===== src/rtl/smb_pkg.sv =====
// Shared definitions for the March C- engine: element encoding and
// per-element decode helpers. Assumes elements run in encoding order.
package smb_pkg;

    typedef enum logic [2:0] {
        EL_W0_UP   = 3'd0,
        EL_R0W1_UP = 3'd1,
        EL_R1W0_UP = 3'd2,
        EL_R0W1_DN = 3'd3,
        EL_R1W0_DN = 3'd4,
        EL_R0_DN   = 3'd5
    } march_elem_e;

    // True when the element walks addresses from high to low.
    function automatic logic elem_desc(march_elem_e e);
        return (e == EL_R0W1_DN) || (e == EL_R1W0_DN) || (e == EL_R0_DN);
    endfunction

    // True when the element holds a read followed by a write.
    function automatic logic elem_two_op(march_elem_e e);
        return !((e == EL_W0_UP) || (e == EL_R0_DN));
    endfunction

    // Data polarity of an operation: 0 = background, 1 = inverse.
    function automatic logic op_pol(march_elem_e e, logic second);
        case (e)
            EL_R0W1_UP, EL_R0W1_DN: return second;
            EL_R1W0_UP, EL_R1W0_DN: return !second;
            default:                return 1'b0;
        endcase
    endfunction

endpackage


===== src/rtl/smb_seq.sv =====
// March C- sequencer: walks backgrounds, elements, addresses and
// operations, issuing one memory operation per cycle while run is high.
// Assumes LO_ADDR <= HI_ADDR. Dropping run resets the walk to its start.
module smb_seq
    import smb_pkg::*;
#(
    parameter int DATA_W  = 4,
    parameter int ADDR_W  = 3,
    parameter int LO_ADDR = 0,
    parameter int HI_ADDR = 7
) (
    input  logic              clk,
    input  logic              rst_n,
    input  logic              run,
    output logic              b_cs,
    output logic              b_we,
    output logic [ADDR_W-1:0] b_addr,
    output logic [DATA_W-1:0] b_wdata,
    output logic              rd_vld,
    output logic [DATA_W-1:0] rd_exp,
    output logic              rd_last
);
    localparam int NBG  = 1 + $clog2(DATA_W);
    localparam int BG_W = (NBG > 1) ? $clog2(NBG) : 1;
    localparam logic [ADDR_W-1:0] LO = ADDR_W'(LO_ADDR);
    localparam logic [ADDR_W-1:0] HI = ADDR_W'(HI_ADDR);
    localparam logic [BG_W-1:0] BG_LAST = BG_W'(NBG - 1);

    logic [DATA_W-1:0] bg_tbl [NBG];

    // Background words: index 0 is zero, index k>=1 sets bit i when bit k-1 of i is 0.
    for (genvar k = 0; k < NBG; k++) begin : g_bg
        for (genvar i = 0; i < DATA_W; i++) begin : g_bit
            if (k == 0) begin : g_zero
                assign bg_tbl[k][i] = 1'b0;
            end else begin : g_stripe
                assign bg_tbl[k][i] = (((i >> (k - 1)) & 1) == 0);
            end
        end
    end

    march_elem_e       elem_q, elem_nx;
    logic [BG_W-1:0]   bg_q;
    logic [ADDR_W-1:0] addr_q;
    logic              op_q, fin_q;
    logic              active, two_op, desc, is_rd, pol, last_op, last_addr;
    logic [DATA_W-1:0] word;

    // Decode of the current operation.
    always_comb begin
        active    = run && !fin_q;
        two_op    = elem_two_op(elem_q);
        desc      = elem_desc(elem_q);
        is_rd     = (elem_q == EL_R0_DN) || (two_op && !op_q);
        pol       = op_pol(elem_q, op_q);
        last_op   = !two_op || op_q;
        last_addr = desc ? (addr_q == LO) : (addr_q == HI);
        elem_nx   = march_elem_e'(elem_q + 3'd1);
        word      = pol ? ~bg_tbl[bg_q] : bg_tbl[bg_q];
    end

    // Walk state advance: operation, then address, then element, then background.
    always_ff @(posedge clk) begin
        if (!rst_n || !run) begin
            elem_q <= EL_W0_UP;
            bg_q   <= '0;
            addr_q <= LO;
            op_q   <= 1'b0;
            fin_q  <= 1'b0;
        end else if (active) begin
            if (!last_op) begin
                op_q <= 1'b1;
            end else begin
                op_q <= 1'b0;
                if (!last_addr) begin
                    addr_q <= desc ? addr_q - 1'b1 : addr_q + 1'b1;
                end else if (elem_q != EL_R0_DN) begin
                    elem_q <= elem_nx;
                    addr_q <= elem_desc(elem_nx) ? HI : LO;
                end else begin
                    elem_q <= EL_W0_UP;
                    addr_q <= LO;
                    if (bg_q == BG_LAST) fin_q <= 1'b1;
                    else                 bg_q  <= bg_q + 1'b1;
                end
            end
        end
    end

    // Operation outputs towards the port mux and the analyzer.
    always_comb begin
        b_cs    = active;
        b_we    = active && !is_rd;
        b_addr  = addr_q;
        b_wdata = word;
        rd_vld  = active && is_rd;
        rd_exp  = word;
        rd_last = (elem_q == EL_R0_DN) && last_addr && (bg_q == BG_LAST);
    end

endmodule


===== src/rtl/smb_cmp.sv =====
// Read analyzer: delays each read's expected word by RD_LAT cycles,
// compares it with returned data, and keeps sticky fail/error-map state
// plus the done flag. Assumes read data arrives exactly RD_LAT cycles late.
module smb_cmp #(
    parameter int DATA_W = 4,
    parameter int RD_LAT = 0
) (
    input  logic              clk,
    input  logic              rst_n,
    input  logic              run,
    input  logic              rd_vld,
    input  logic [DATA_W-1:0] rd_exp,
    input  logic              rd_last,
    input  logic [DATA_W-1:0] mem_rdata,
    output logic              done,
    output logic              fail,
    output logic [DATA_W-1:0] err_map
);
    logic              c_vld, c_last;
    logic [DATA_W-1:0] c_exp;

    if (RD_LAT == 0) begin : g_direct
        assign c_vld  = rd_vld;
        assign c_last = rd_last;
        assign c_exp  = rd_exp;
    end else begin : g_delay
        logic [RD_LAT-1:0] vld_sr, last_sr;
        logic [DATA_W-1:0] exp_sr [RD_LAT];

        // Control delay line, flushed when the run is abandoned.
        always_ff @(posedge clk) begin
            if (!rst_n || !run) begin
                vld_sr  <= '0;
                last_sr <= '0;
            end else begin
                vld_sr[0]  <= rd_vld;
                last_sr[0] <= rd_last;
                for (int s = 1; s < RD_LAT; s++) begin
                    vld_sr[s]  <= vld_sr[s-1];
                    last_sr[s] <= last_sr[s-1];
                end
            end
        end

        // Expected-word delay line; data only, no reset needed.
        always_ff @(posedge clk) begin
            exp_sr[0] <= rd_exp;
            for (int s = 1; s < RD_LAT; s++) exp_sr[s] <= exp_sr[s-1];
        end

        assign c_vld  = vld_sr[RD_LAT-1];
        assign c_last = last_sr[RD_LAT-1];
        assign c_exp  = exp_sr[RD_LAT-1];
    end

    // Sticky result accumulation and end-of-test flag.
    always_ff @(posedge clk) begin
        if (!rst_n) begin
            fail    <= 1'b0;
            err_map <= '0;
            done    <= 1'b0;
        end else begin
            if (run && c_vld) begin
                err_map <= err_map | (c_exp ^ mem_rdata);
                if (c_exp != mem_rdata) fail <= 1'b1;
            end
            done <= run && (done || (c_vld && c_last));
        end
    end

endmodule


===== src/rtl/sram_march_bist.sv =====
// SRAM self-test top: the port mux hands the memory to the March C-
// sequencer while test_mode is high; the analyzer checks read data.
// Assumes a single-port SRAM with fixed read latency RD_LAT.
module sram_march_bist #(
    parameter int DATA_W  = 4,
    parameter int ADDR_W  = 3,
    parameter int LO_ADDR = 0,
    parameter int HI_ADDR = (1 << ADDR_W) - 1,
    parameter int RD_LAT  = 0
) (
    input  logic              clk,
    input  logic              rst_n,
    input  logic              test_mode,
    input  logic [ADDR_W-1:0] fn_addr,
    input  logic [DATA_W-1:0] fn_wdata,
    input  logic              fn_we,
    input  logic              fn_cs,
    input  logic [DATA_W-1:0] mem_rdata,
    output logic [ADDR_W-1:0] mem_addr,
    output logic [DATA_W-1:0] mem_wdata,
    output logic              mem_we,
    output logic              mem_cs,
    output logic              done,
    output logic              fail,
    output logic [DATA_W-1:0] err_map
);
    logic              b_cs, b_we, rd_vld, rd_last;
    logic [ADDR_W-1:0] b_addr;
    logic [DATA_W-1:0] b_wdata, rd_exp;

    smb_seq #(
        .DATA_W(DATA_W), .ADDR_W(ADDR_W), .LO_ADDR(LO_ADDR), .HI_ADDR(HI_ADDR)
    ) u_seq (
        .clk(clk), .rst_n(rst_n), .run(test_mode),
        .b_cs(b_cs), .b_we(b_we), .b_addr(b_addr), .b_wdata(b_wdata),
        .rd_vld(rd_vld), .rd_exp(rd_exp), .rd_last(rd_last)
    );

    smb_cmp #(
        .DATA_W(DATA_W), .RD_LAT(RD_LAT)
    ) u_cmp (
        .clk(clk), .rst_n(rst_n), .run(test_mode),
        .rd_vld(rd_vld), .rd_exp(rd_exp), .rd_last(rd_last),
        .mem_rdata(mem_rdata),
        .done(done), .fail(fail), .err_map(err_map)
    );

    // Memory port ownership: functional logic or self-test engine.
    always_comb begin
        if (test_mode) begin
            mem_addr  = b_addr;
            mem_wdata = b_wdata;
            mem_we    = b_we;
            mem_cs    = b_cs;
        end else begin
            mem_addr  = fn_addr;
            mem_wdata = fn_wdata;
            mem_we    = fn_we;
            mem_cs    = fn_cs;
        end
    end

endmodule


===== config.mk =====
export PLATFORM = sky130hd
export DESIGN_NAME = sram_march_bist
export DESIGN_NICKNAME = d
export VERILOG_FILES = /design/src/rtl/smb_pkg.sv /design/src/rtl/smb_seq.sv /design/src/rtl/smb_cmp.sv /design/src/rtl/sram_march_bist.sv
export SDC_FILE = /design/constraint.sdc
export NUM_CORES = 1
export LEC_CHECK = 0
export BUFFER_PORTS_ARGS = -buffer_cell sky130_fd_sc_hd__buf_2
export CAP_MARGIN = 0
export CORE_UTILIZATION = 52
export CTS_CLUSTER_SIZE = 14
export DETAILED_ROUTE_END_ITERATION = 10
export PLACE_DENSITY_LB_ADDON = 0.25
export SKIP_CTS_REPAIR_TIMING = 1
export SLEW_MARGIN = 20
export SYNTH_ARGS = -nofsm -noshare
export SYNTH_HDL_FRONTEND = slang
export SYNTH_HIERARCHICAL = 1
export SYNTH_SLANG_ARGS = --single-unit

===== constraint.sdc =====
create_clock -name clk -period 3.1 [get_ports clk]
set_input_delay 0.775 -clock clk [delete_from_list [all_inputs] [get_ports clk]]
set_output_delay 0.775 -clock clk [all_outputs]
set_load 0.005 [all_outputs]

# ---- After elaboration in Yosys (flattened, before gate mapping)
# Index checks and enable logic that the tools add are counted.
dict set report word_totals {
  ff_bits 16
  inputBits 16
  out_inout_bits 15
  wordCells 80
}
dict set report classes {
  addsub 4
  order_cmp 1
  eq_ne 12
  muxes 16
  n_bitwise 6
  n_reduce_logical 33
}
# cell count
set ops {}
lappend ops {{$mux W3} 6}
lappend ops {{$mux W4} 4}
lappend ops {{$eq A3 B3 Y1 const B} 5}
lappend ops {{$reduce_and A5 Y1} 2}
lappend ops {{$eq A3 B2 Y1 const B} 3}
lappend ops {{$logic_and A1 B1 Y1} 9}
lappend ops {{$logic_or A1 B1 Y1} 9}
lappend ops {{$bmux W4 S2} 1}
lappend ops {{$add A3 B1 Y3 const B} 2}
lappend ops {{$logic_not A1 Y1} 6}
lappend ops {{$logic_not A3 Y1} 2}
lappend ops {{$mux W1} 4}
lappend ops {{$ne A4 B4 Y1} 1}
lappend ops {{$not A4 Y4} 1}
lappend ops {{$or A4 B4 Y4} 1}
lappend ops {{$reduce_and A2 Y1} 2}
lappend ops {{$reduce_or A2 Y1} 2}
lappend ops {{$xor A4 B4 Y4} 1}
lappend ops {{$eq A3 B1 Y1 const B} 1}
lappend ops {{$ge A3 B3 Y1 const B} 1}
lappend ops {{$ne A3 B3 Y1 const B} 1}
lappend ops {{$not A2 Y3} 1}
lappend ops {{$reduce_and A3 Y1} 1}
lappend ops {{$sub A3 B1 Y3 const B} 1}
lappend ops {{4 further kinds} 5}

# ---- Logic depth before layout (Yosys ltp)
# Gate-level depths: netlist of run 1.
dict set report logic_depth {
  ltp_word 9
  ltp_mapped 9
  mapped_depth_nobuf 7
}

# ---- Hierarchy
# The synthesis of run 1 kept the hierarchy.
# module instances cells_per_inst area_each_um2 seq_area_each_um2
set by_module_without_submodules {}
lappend by_module_without_submodules {smb_seq 1 103 830.8 200.2}
lappend by_module_without_submodules {smb_cmp 1 24 240.2 120.1}
lappend by_module_without_submodules {sram_march_bist 1 10 146.4 0.0}

# ---- Least setup slack after synthesis of run 1
# Ideal clock, no wire load.
dict set report synth_timing {
  path_type {reg-to-output}
  startpoint {reg u_seq.elem_q[1]}
  endpoint {out mem_wdata[0]}
  arrival_ns 1.737
  required_time_ns 2.325
  slack_ns 0.588
  stages_incl_launch_ff 7
  n_path_buf 1
  path_cell_list {dfxtp_1 > buf_6 > and3b_1 > a21o_1 > a222oi_1 > xor2_1 > mux2_4}
}
dict set report synth_via {
  elab_chain_cells 5
  word_cells_on_any_way 9
  classes_between {eq/ne: 4; mux: 3; reduce/logical: 2}
}
# item line
set synth_lines {}
lappend synth_lines {{from (decl)} smb_seq.sv:42} ;# march_elem_e elem_q, elem_nx;
lappend synth_lines {{from (signal assigned)} smb_seq.sv:78} ;# elem_q <= elem_nx;
lappend synth_lines {{$eq A3 B2 Y1, or another cell as far along} smb_pkg.sv:26} ;# case (e)
lappend synth_lines {{$reduce_or A2 Y1} smb_pkg.sv:26}
lappend synth_lines {{$pmux W1 S2 *} smb_pkg.sv:26}
lappend synth_lines {{$mux W4 *} smb_seq.sv:59} ;# word = pol ? ~bg_tbl[bg_q] : bg_tbl[bg_q];
lappend synth_lines {{net b_wdata[0]} sram_march_bist.sv:29} ;# logic [DATA_W-1:0] b_wdata, rd_exp;
lappend synth_lines {{$mux W4 *} sram_march_bist.sv:50} ;# if (test_mode) begin
lappend synth_lines {{to (decl)} sram_march_bist.sv:20} ;# output logic [DATA_W-1:0] mem_wdata,
# Mark *: on every way through the listed nets, which the timed path passes. The rest lies on a longest branch.

# ---- Worst setup path after layout of run 1
dict set report layout_timing {
  startpoint {reg u_seq.elem_q[0]}
  endpoint {out mem_wdata[2]}
}
# The elaborated chain is that of the path after synthesis.

==> summary.txt, run 1 <==
Status
  • Outcome: completed

STA
  • Worst Max-Slew Pin Slew: 973.9 ps
  • Fmax achieved: 0.3409 GHz
  • Pins over their slew limit: 0
  • Crit share post-route: 94.62%
  • Final Skew: 5.858 ps
  • Post-Route Setup TNS: 0 ps
  • Slew HR: 35.08%
  • Final Hold Fails: 0
  • Setup-failing EPs final: 0
  • RSZ-0062 raised after global routing: no
  • Period minus WS final: 2933 ps

Pwr
  • Combinational fraction of design power: 13.8%
  • P_sw: 98.38 uW
  • Clk pwr share: 34.8%
  • Sw Ratio: 24.16%
  • Maximum vdd drop: 0.1960 mV
  • Leak: 0.6094 nW
  • P_int: 308.8 uW
  • Register share of total power: 51.5%
  • P per Cell Area: 296.9 nW/um^2

Clock network
  • H-tree Lvls: 1
  • Clk pin slew, worst setup/hold paths: 100 ps
  • CTS tree: built
  • TritonCTS Buffers: 3
  • Clock Path Buffers: 2
  • CTS root buf: clkbuf_4
  • Worst skew pair latency: 290 ps
  • Sink Count: 16

Logic synthesis
  • Seq/Total Area, Yosys: 26.31%
  • Largest cells by area after synthesis: dfxtp_1 26%, mux2_4 11%, nand2_1 5.2%, mux2i_1 4.9%, xnor2_1 4.3%
  • Cell variety after synth: 41
  • Synth Register Bits: 16
  • Yosys top cell area share: 26.31%
  • Synth area leader: dfxtp_1
  • Ys flop type: dfxtp_1
  • EDFF count, synth: 0
  • Mapped Area: 1217 sq um
  • Post-synthesis average cell area: 8.886 sq um
  • Post-Syn Instances: 137
  • Ys async rst share: 0%
  • Warnings from Yosys: 6
  • Post-synth net total: 157

Cells and area
  • Commonest non-fill, non-tap cell in the layout: buf_2
  • Layout overhead on the synthesized area: 12.64%
  • Fillcell total: 200
  • Most frequent cells in the layout: 30 x buf_2, 17 x nand2_1, 13 x dfxtp_1, 11 x nor2_1, 9 x mux2_4
  • Fin area: 1371 sq um
  • Area of the multi-input gates: 795.8 sq um
  • # diodes: 0
  • Register area: 324.1 sq um
  • Nets@finish: 182
  • Share of cells above drive strength 1: 32.92%

Min path
  • Worst hold path class: reg2reg

Global routing
  • Global-route wire length before repair: 4436 um
  • Antenna violations before repair: 0
  • Largest net degree at the start of global routing: 17
  • Overall routing resource usage: 22.95%
  • Total grt overflow: 0
  • Vias in the first global route: 980

Critical path
  • Worst Setup SP: u_seq/elem_q[0]
  • Req. time, crit path: 2320 ps
  • Worst R2R Start: u_seq/elem_q[0]
  • Endpoint of the worst register-to-register path: u_cmp/fail
  • Worst Path Arrival: 2160 ps
  • Cells on worst reg2reg path: 8
  • Worst setup endpoint: mem_wdata[2]
  • Critical path fanouts, max: 11
  • Setup crit start kind: flip-flop
  • CP Class: reg2out
  • R2r setup slk: 960 ps
  • Worst setup EP type: output port

Die
  • Initial Utilization: 55.03%
  • Die area: 2539 sq um
  • Core area: 2212 sq um
  • # IOs: 31
  • DIE WIDTH: 50.39 um
  • Vert. Die Dim: 50.39 um
  • Rows: 17

Placement
  • Hpwl dp: 1989 um
  • Gpl congestion: 0.8708
  • Placed Instance Area: 1324 sq um
  • IO buf count: 30

Drt
  • Routed WL: 2600 um
  • Per-cell routed wire length: 13.76 um
  • Vias/cell: 5.566
  • DRC Markers: 0
  • 1st-iter DRT viols: 39
  • Vias: 1052
  • Routed Antenna Nets: 0
  • TritonRoute pass-1 iters: 4

Flow run
  • Max Cap Viol: 0
[power by group through the flow]
| stage | registers (mW) | logic, mW | clock network [mW] |
|---|---|---|---|
| after floorplan | 0.214 | 0.0348 | 0 |
| after global placement | 0.214 | 0.0545 | 0 |
| after detailed placement | 0.214 | 0.0560 | 0 |
| after CTS | 0.210 | 0.0561 | 0.145 |
| after global routing | 0.210 | 0.0607 | 0.151 |
| final | 0.210 | 0.0560 | 0.142 |
[routing by layer]
metal | share of wire [%] | vias up | GRT usage, %
li1 | - | 520 | -
met1 | 46 | 498 | 28.94
met2 | 49 | 30 | 39.11
met3 | 3.7 | 4 | 2.727
met4 | 1.7 | 0 | 9.722
met5 | 0 | - | 0
[cell usage after synthesis, types with 3 or more instances]
cell and instances:
buf_6 4, xnor2_1 6, mux2_4 9, nand3_1 4, and3_1 3, nand2_1 17
a21oi_1 5, nand2b_1 3, buf_4 4, dfxtp_1 16, o21a_1 6, nor2_1 11
clkbuf_1 3, mux2i_1 6, ha_1 3, inv_1 6
[final cells by class]
class | count | share of cell area, %
multi-input cells | 104 | 58.03
flip-flops and latches | 16 | 23.63
repair buffers | 31 | 11.50
clock buffers | 4 | 2.646
well taps | 28 | 2.555
inverters | 6 | 1.642
[stage by stage]
| step | setup WS (ps) | hold WS (ps) | cells | total power, mW | util [%] |
|---|---|---|---|---|---|
| floorplan | 588.4 | 451.5 | 137 | 0.2485 | - |
| global placement | 469.7 | 443.4 | 185 | 0.2689 | 59.84 |
| detailed placement | 342.1 | 449.4 | 185 | 0.2705 | 59.84 |
| CTS | 8.016 | 474.7 | 189 | 0.4112 | 61.48 |
| global route | 59.35 | 502.8 | 189 | 0.4219 | 61.99 |
| finish | 166.9 | 472.8 | 189 | 0.4072 | 61.99 |
[critical path, cell delays in order, from the launching register on]
cell and delay (ps):
dfxtp_2 390, and2_2 220, ha_1 180, a222oi_1 350
buf_4 210, xnor2_1 110, mux2_4 270, buf_2 130
[state kept, by name, summed over array words and instances, names as in the netlist]
signal / flops
u_seq/bg_q: 2
u_cmp/fail: 1
u_seq/fin_q: 1
u_seq/op_q: 1
u_cmp/err_map: 4
u_seq/b_addr: 3
u_cmp/done: 1
u_seq/elem_q: 3
[kinds of logic after synthesis]
logic type	synth area share [%]
AND/OR/NAND/NOR	20.66
AO/OA/AOI/OAI	16.24
buffers and inverters	8.941
flip-flops	26.31
multiplexers	16.03
XOR/XNOR	7.092
adder cells (fa/ha/maj)	4.728
[how the worst min path moves through the flow]
stage / from / to / slack, ps / cells past startpoint
2_1_floorplan: u_seq/bg_q[1] / u_seq/bg_q[1] / 450 / 2
3_3_place_gp: u_cmp/err_map[3] / u_cmp/err_map[3] / 440 / 1
3_5_place_dp: u_cmp/err_map[2] / u_cmp/err_map[2] / 450 / 1
4_1_cts: u_cmp/err_map[2] / u_cmp/err_map[2] / 470 / 1
5_1_grt: u_cmp/err_map[2] / u_cmp/err_map[2] / 500 / 1
6_report: u_cmp/err_map[2] / u_cmp/err_map[2] / 470 / 1
(Power assumes the default switching activity.)
==> run 2, diff against run 1 <==
--- a/config.mk
+++ b/config.mk
@@ -7,7 +7,8 @@
 export LEC_CHECK = 0
 export BUFFER_PORTS_ARGS = -buffer_cell sky130_fd_sc_hd__buf_2
 export CAP_MARGIN = 0
-export CORE_UTILIZATION = 52
+export CORE_UTILIZATION = 25
+export CTS_BUF_LIST = sky130_fd_sc_hd__clkbuf_4
 export CTS_CLUSTER_SIZE = 14
 export DETAILED_ROUTE_END_ITERATION = 10
 export PLACE_DENSITY_LB_ADDON = 0.25
==> run 2 against run 1 <==
Compared with the run above: count of clock-buffer cells in the layout is 1 lower; register-to-register slack worse by 40 ps; total power shrank 5.4%; clock skew rose by 2.0 ps; fmax fell by 0.40%; setup slack got worse by 12 ps; sequential share of layout area is 1.1 points lower; via count is 0.76% higher; global-route usage fell by 12 points; critical path depth did not move; combinational power is 3% higher; largest cell class unchanged; largest power group unchanged; highest routed layer unchanged.
==> summary.txt, run 2 (synthesized netlist as in run 1, its figures left out) <==
STA
  • Period minus WS final: 2945 ps (was 2933 ps)
  • Fmax achieved: 0.3396 GHz (was 0.3409 GHz)
  • Final Skew: 7.901 ps (was 5.858 ps)
  • Crit share post-route: 95.00% (was 94.62%)
  • Post-Route Setup TNS: 0 ps (unchanged)
  • Final Hold Fails: 0 (unchanged)
  • Setup-failing EPs final: 0 (unchanged)
  • Worst Max-Slew Pin Slew: 993.7 ps (was 973.9 ps)
  • RSZ-0062 raised after global routing: no (unchanged)
  • Slew HR: 33.75% (was 35.08%)
  • Pins over their slew limit: 0 (unchanged)

Drt
  • DRC Markers: 0 (unchanged)
  • Routed Antenna Nets: 0 (unchanged)
  • Routed WL: 2643 um (was 2600 um)
  • 1st-iter DRT viols: 40 (was 39)
  • TritonRoute pass-1 iters: 5 (was 4)
  • Per-cell routed wire length: 12.07 um (was 13.76 um)
  • Vias: 1060 (was 1052)
  • Vias/cell: 4.840 (was 5.566)

Pwr
  • P per Cell Area: 271.2 nW/um^2 (was 296.9 nW/um^2)
  • Total Power: 385.1 uW (was 407.2 uW)
  • Leak: 0.6230 nW (was 0.6094 nW)
  • Maximum vdd drop: 0.09802 mV (was 0.1960 mV)

Cells and area
  • Largest Register: u_cmp/err_map (unchanged)
  • Commonest non-fill, non-tap cell in the layout: buf_2 (unchanged)
  • Most frequent cells in the layout: 30 x buf_2, 17 x nand2_1, 16 x dfxtp_1, 11 x nor2_1, 9 x mux2_4 (was 30 x buf_2, 17 x nand2_1, 13 x dfxtp_1, 11 x nor2_1, 9 x mux2_4)
  • Nets@finish: 186 (was 182)
  • Largest register FFs: 4 (unchanged)
  • # diodes: 0 (unchanged)
  • Layout overhead on the synthesized area: 16.65% (was 12.64%)
  • Share of cells above drive strength 1: 32.12% (was 32.92%)

Critical path
  • Cells on worst reg2reg path: 8 (unchanged)
  • Critical path fanouts, max: 11 (unchanged)
  • Worst setup EP type: output port (unchanged)
  • Worst Path Arrival: 2170 ps (was 2160 ps)
  • CP Class: reg2out (unchanged)
  • Setup crit start kind: flip-flop (unchanged)
  • Endpoint of the worst register-to-register path: u_cmp/fail (unchanged)
  • Req. time, crit path: 2320 ps (about the same)
  • Worst R2R Start: u_seq/elem_q[0] (unchanged)
  • R2r setup slk: 920 ps (was 960 ps)

Die
  • Core area: 4692 sq um (was 2212 sq um)
  • # IOs: 31 (unchanged)
  • Initial Utilization: 25.95% (was 55.03%)
  • Rows: 25 (was 17)
  • DIE WIDTH: 71.79 um (was 50.39 um)
  • Die area: 5153 sq um (was 2539 sq um)
  • Vert. Die Dim: 71.79 um (was 50.39 um)

Global routing
  • Antenna violations before repair: 0 (unchanged)
  • Global-route wire length before repair: 4422 um (was 4436 um)
  • Largest net degree at the start of global routing: 13 (was 17)
  • Overall routing resource usage: 10.86% (was 22.95%)
  • Total grt overflow: 0 (unchanged)
  • Vias in the first global route: 949 (was 980)

Flow run
  • Max Cap Viol: 0 (unchanged)

Clock network
  • TritonCTS Buffers: 3 (unchanged)
  • CTS tree: built (unchanged)
  • Clk pin slew, worst setup/hold paths: 110 ps (was 100 ps)
  • Clock Path Buffers: 2 (unchanged)
  • CTS root buf: clkbuf_4 (unchanged)
  • Sink Count: 16 (unchanged)
  • Worst skew pair latency: 290 ps (about the same)
  • H-tree Lvls: 1 (unchanged)

Min path
  • Hold path depth: 1 (unchanged)
  • Worst hold path class: reg2reg (unchanged)
  • Hold worst-path end: u_cmp/err_map[2] (unchanged)
  • Hold path start: u_cmp/err_map[2] (unchanged)

Placement
  • Gpl congestion: 0.7485 (was 0.8708)
  • IO buf count: 30 (unchanged)
  • Hpwl dp: 2037 um (was 1989 um)

Status
  • Outcome: completed (unchanged)
==> run 2: changes by cell type in the layout (fill, tap and decap cells not counted) <==
cell,change
dfxtp_2,-3
dfxtp_1,+3
clkbuf_8,-1
clkinv_1,+1
buf_4,+4
==> run 2: worst max-delay path: stages (launching register included) <==
cell,delay [ps]
dfxtp_1,430
and2_2,260
ha_1,180
a222oi_1,330
buf_4,200
xnor2_1,90
mux2_4,260
buf_2,120
==> run 2: worst max path at each step <==
stage / slack, ps / startpoint / to
detailed placement: 430 / u_seq/elem_q[0] / mem_wdata[0]
global placement: 470 / u_seq/elem_q[0] / mem_wdata[0]
floorplan: 590 / u_seq/elem_q[1] / mem_wdata[0]
CTS: 80 / u_seq/elem_q[0] / mem_wdata[0]
finish: 160 / u_seq/elem_q[0] / mem_wdata[1]
global route: 30 / u_seq/elem_q[0] / mem_wdata[1]
==> run 2: layout make-up <==
class | instances | area (sq um)
tap | 54 | 67.56
clock buffer | 3 | 22.52
clock inverter | 1 | 3.754
timing repair buffer | 35 | 187.7
sequential | 16 | 320.3
multi-input combinational | 104 | 795.8
inverter | 6 | 22.52
fill | 516 | 3272
==> run 2: routing by layer <==
metal | up-vias | wire length [um] | global-route usage (%)
met5 | - | 0 | 0
li1 | 535 | - | -
met4 | 0 | 14 | 2.614
met3 | 2 | 134 | 2.672
met2 | 34 | 1214 | 17.71
met1 | 489 | 1280 | 14.42
==> run 2: stage by stage <==
step / util, % / hold WS [ps] / setup WS [ps] / area (sq um) / std cells
6_report: 30.27 / 469.8 / 155.1 / 1420 / 219
5_1_grt: 30.27 / 486.6 / 27.86 / 1420 / 219
4_1_cts: 30.11 / 476.3 / 80.06 / 1413 / 219
3_5_place_dp: 29.55 / 449.7 / 426.7 / 1386 / 215
3_3_place_gp: 29.55 / 447.1 / 466.5 / 1386 / 215
2_1_floorplan: - / 451.5 / 588.4 / 1217 / 137
==> run 2: report_power, final <==
group | switching (mW) | leakage, nW | internal [mW]
clock | 0.0712 | 0.0154 | 0.0467
sequential | 0.00265 | 0.129 | 0.207
combinational | 0.0255 | 0.478 | 0.0321
==> run 3, diff against run 2 <==
--- a/config.mk
+++ b/config.mk
@@ -7,7 +7,8 @@
 export LEC_CHECK = 0
 export BUFFER_PORTS_ARGS = -buffer_cell sky130_fd_sc_hd__buf_2
 export CAP_MARGIN = 0
-export CORE_UTILIZATION = 25
+export CORE_ASPECT_RATIO = 0.9
+export CORE_UTILIZATION = 52
 export CTS_BUF_LIST = sky130_fd_sc_hd__clkbuf_4
 export CTS_CLUSTER_SIZE = 14
 export DETAILED_ROUTE_END_ITERATION = 10
@@ -16,5 +17,4 @@
 export SLEW_MARGIN = 20
 export SYNTH_ARGS = -nofsm -noshare
 export SYNTH_HDL_FRONTEND = slang
-export SYNTH_HIERARCHICAL = 1
 export SYNTH_SLANG_ARGS = --single-unit
==> run 3 against run 2 <==
Compared with the run above: sequential share of layout area is 2.3 points higher; critical endpoint unchanged; critical path depth is 1 higher; count of clock-buffer cells in the layout stayed put; setup slack better by 9.5 ps; non-clock buffer count stayed put; final cell count is 17% lower.
==> summary.txt, run 3 <==
Critical path
  • Setup crit start kind: flip-flop (unchanged)
  • R2r setup slk: 1110 ps (was 920 ps)
  • Worst setup EP type: output port (unchanged)
  • Worst Path Arrival: 2160 ps (was 2170 ps)
  • Critical path fanouts, max: 9 (was 11)
  • CP Class: reg2out (unchanged)
  • Cells on worst reg2reg path: 8 (unchanged)
  • Worst R2R Start: u_seq.elem_q[1] (was u_seq/elem_q[0])
  • Req. time, crit path: 2320 ps (about the same)
  • Endpoint of the worst register-to-register path: u_cmp.fail (was u_cmp/fail)

Logic synthesis
  • Commonest cells in the netlist: 17 x nor2_1, 16 x dfxtp_1, 10 x xnor2_1 (was 17 x nand2_1, 16 x dfxtp_1, 11 x nor2_1)
  • Synth area leader: dfxtp_1 (unchanged)
  • Ys flop type: dfxtp_1 (unchanged)
  • Mapped Area: 1076 sq um (was 1217 sq um)
  • Post-Syn Instances: 122 (was 137)
  • Synth Area in Adders: 5.349% (was 4.728%)
  • Multiplexer share of the synthesized area: 7.209% (was 16.03%)
  • Warnings from Yosys: 0 (was 6)
  • Synth Area in Simple Gates: 24.30% (was 20.66%)
  • Cell variety after synth: 39 (was 41)
  • Post-synthesis compound-gate area fraction: 17.21% (was 16.24%)
  • Largest family of logic cells by synthesized area: simple AND/OR/NAND/NOR gates (unchanged)
  • Post-synth net total: 142 (was 157)
  • Ys async rst share: 0% (unchanged)
  • Synth Register Bits: 16 (unchanged)
  • Largest cells by area after synthesis: dfxtp_1 30%, xnor2_1 8.1%, nor2_1 5.9%, mux2_2 5.2%, ha_1 3.5% (was dfxtp_1 26%, mux2_4 11%, nand2_1 5.2%, mux2i_1 4.9%, xnor2_1 4.3%)
  • Yosys top cell area share: 29.77% (was 26.31%)
  • Most common cell in the synthesized netlist: nor2_1 (was nand2_1)
  • Seq/Total Area, Yosys: 29.77% (was 26.31%)
  • EDFF count, synth: 0 (unchanged)
  • Post-synthesis xor/xnor area fraction: 10.58% (was 7.091%)
  • Post-synthesis average cell area: 8.820 sq um (was 8.886 sq um)

Cells and area
  • Largest Register: u_cmp.err_map (was u_cmp/err_map)
  • Share of cells above drive strength 1: 32.05% (was 32.12%)
  • Most frequent cells in the layout: 30 x buf_2, 17 x nor2_1, 15 x dfxtp_1, 10 x xnor2_1, 8 x inv_1 (was 30 x buf_2, 17 x nand2_1, 16 x dfxtp_1, 11 x nor2_1, 9 x mux2_4)
  • Commonest non-fill, non-tap cell in the layout: buf_2 (unchanged)
  • # diodes: 0 (unchanged)
  • Layout overhead on the synthesized area: 20.12% (was 16.65%)
  • Nets@finish: 177 (was 186)
  • Largest register FFs: 4 (unchanged)

Global routing
  • Global-route wire length before repair: 3719 um (was 4422 um)
  • Overall routing resource usage: 21.98% (was 10.86%)
  • Vias in the first global route: 849 (was 949)
  • Total grt overflow: 0 (unchanged)
  • Largest net degree at the start of global routing: 17 (was 13)
  • Antenna violations before repair: 0 (unchanged)

Die
  • Die area: 2255 sq um (was 5153 sq um)
  • Rows: 15 (was 25)
  • Core area: 1933 sq um (was 4692 sq um)
  • Vert. Die Dim: 45.16 um (was 71.79 um)
  • Initial Utilization: 55.66% (was 25.95%)
  • DIE WIDTH: 49.95 um (was 71.79 um)
  • # IOs: 31 (unchanged)

Drt
  • Routed WL: 2343 um (was 2643 um)
  • 1st-iter DRT viols: 19 (was 40)
  • Routed Antenna Nets: 0 (unchanged)
  • Vias: 968 (was 1060)
  • DRC Markers: 0 (unchanged)
  • TritonRoute pass-1 iters: 4 (was 5)
  • Per-cell routed wire length: 12.94 um (was 12.07 um)
  • Vias/cell: 5.348 (was 4.840)

Flow run
  • Max Cap Viol: 0 (unchanged)

STA
  • Slew HR: 75.81% (was 33.75%)
  • Worst Max-Slew Pin Slew: 362.3 ps (was 993.7 ps)
  • Final Skew: 1.375 ps (was 7.901 ps)
  • RSZ-0062 raised after global routing: no (unchanged)
  • Final Hold Fails: 0 (unchanged)
  • Pins over their slew limit: 0 (unchanged)
  • Fmax achieved: 0.3407 GHz (was 0.3396 GHz)
  • Post-Route Setup TNS: 0 ps (unchanged)
  • Period minus WS final: 2935 ps (was 2945 ps)
  • Crit share post-route: 94.69% (was 95.00%)
  • Final Hold Slack: 474.6 ps (was 469.8 ps)
  • Setup-failing EPs final: 0 (unchanged)

Min path
  • Worst hold path class: reg2reg (unchanged)
  • Hold path start: u_cmp.fail (was u_cmp/err_map[2])
  • Hold worst-path end: u_cmp.fail (was u_cmp/err_map[2])
  • Hold path depth: 1 (unchanged)

Pwr
  • P_int: 280.3 uW (was 285.7 uW)
  • Maximum vdd drop: 0.2637 mV (was 0.09802 mV)
  • Clk pwr share: 30.5% (was 30.6%)
  • Combinational fraction of design power: 13.8% (was 15.0%)
  • P per Cell Area: 291.9 nW/um^2 (was 271.2 nW/um^2)
  • Register share of total power: 55.7% (was 54.4%)
  • Sw Ratio: 25.68% (was 25.81%)
  • Leak: 0.5893 nW (was 0.6230 nW)
  • P_sw: 96.87 uW (was 99.38 uW)

Placement
  • Hpwl dp: 1820 um (was 2037 um)
  • Gpl congestion: 0.7674 (was 0.7485)
  • IO buf count: 30 (unchanged)

Clock network
  • CTS tree: built (unchanged)
  • TritonCTS Buffers: 3 (unchanged)
  • CTS root buf: clkbuf_4 (unchanged)
  • Sink Count: 16 (unchanged)
  • Clock Path Buffers: 2 (unchanged)
  • Worst skew pair latency: 290 ps (about the same)
  • H-tree Lvls: 1 (unchanged)
  • Clk pin slew, worst setup/hold paths: 90 ps (was 110 ps)

Status
  • Outcome: completed (unchanged)
-- run 3: cell types whose count changed after synthesis, sizes merged, moves of 4 or more --
cell    before  now
nor2b        1    5
nand3        4    0
nor2        11   17
o21a         6    0
a22o         0    4
nand2       17    3
nand3b       1    5
mux2i        6    1
-- run 3: how the worst max path moves through the flow --
stage	depth (start not counted)	endpoint	from
after floorplan	8	mem_wdata[1]	u_seq.elem_q[1]
after global placement	7	mem_wdata[1]	u_seq.elem_q[2]
after detailed placement	7	mem_wdata[1]	u_seq.elem_q[2]
after CTS	7	mem_wdata[2]	u_seq.elem_q[2]
after global routing	8	mem_wdata[1]	u_seq.elem_q[1]
final	8	mem_wdata[1]	u_seq.elem_q[0]
-- run 3: layer usage --
metal	routed length, um	vias up	GRT usage (%)	part of all wire [%]
met5	0	-	0	0
met4	4	0	4.571	0.17
met3	100	2	7.071	4.3
met2	1158	21	40.54	49
met1	1079	447	25.10	46
li1	-	498	-	-
-- run 3: metrics by stage --
step / setup slack (ps) / utilization (%) / cells / instance area, sq um / total power, mW
3_3_place_gp: 539.7 / 64.27 / 174 / 1242 / 0.2654
4_1_cts: 109.6 / 65.63 / 178 / 1269 / 0.3821
2_1_floorplan: 717.9 / - / 122 / 1076 / 0.2421
6_report: 164.6 / 66.86 / 181 / 1292 / 0.3772
3_5_place_dp: 485.0 / 64.27 / 174 / 1242 / 0.2670
5_1_grt: 14.11 / 66.86 / 181 / 1292 / 0.3954
-- run 3: worst max-delay path, cell delays in order (launching register included) --
cell	delay, ps
dfxtp_1	400
inv_1	180
nor2_1	70
ha_1	180
a222oi_1	370
buf_4	220
xnor2_1	70
mux2_2	260
buf_2	120
-- run 3: power by group through the flow --
stage	clock [mW]	combinational (mW)	sequential [mW]
2_1_floorplan	0	0.0280	0.214
3_3_place_gp	0	0.0507	0.215
3_5_place_dp	0	0.0519	0.215
4_1_cts	0.120	0.0522	0.210
5_1_grt	0.128	0.0570	0.211
6_report	0.115	0.0519	0.210
-- run 3: final cells by class --
| cell class | instances | area [sq um] |
|---|---|---|
| Tap cell | 25 | 31.28 |
| Sequential cell | 16 | 321.6 |
| Clock buffer | 3 | 22.52 |
| Multi-Input combinational cell | 93 | 695.7 |
| Clock inverter | 1 | 3.754 |
| Inverter | 8 | 30.03 |
| Fill cell | 180 | 640.6 |
| Timing Repair Buffer | 35 | 187.7 |
-- run 3: logic make-up (layout without fill, tap and decap cells) --
logic type,Yosys count,count (layout)
compound gates,22,22
xor+xnor,13,13
buf+inv,13,47
fa+ha+maj,4,4
simple gates,47,47
mux,7,7
flops,16,16
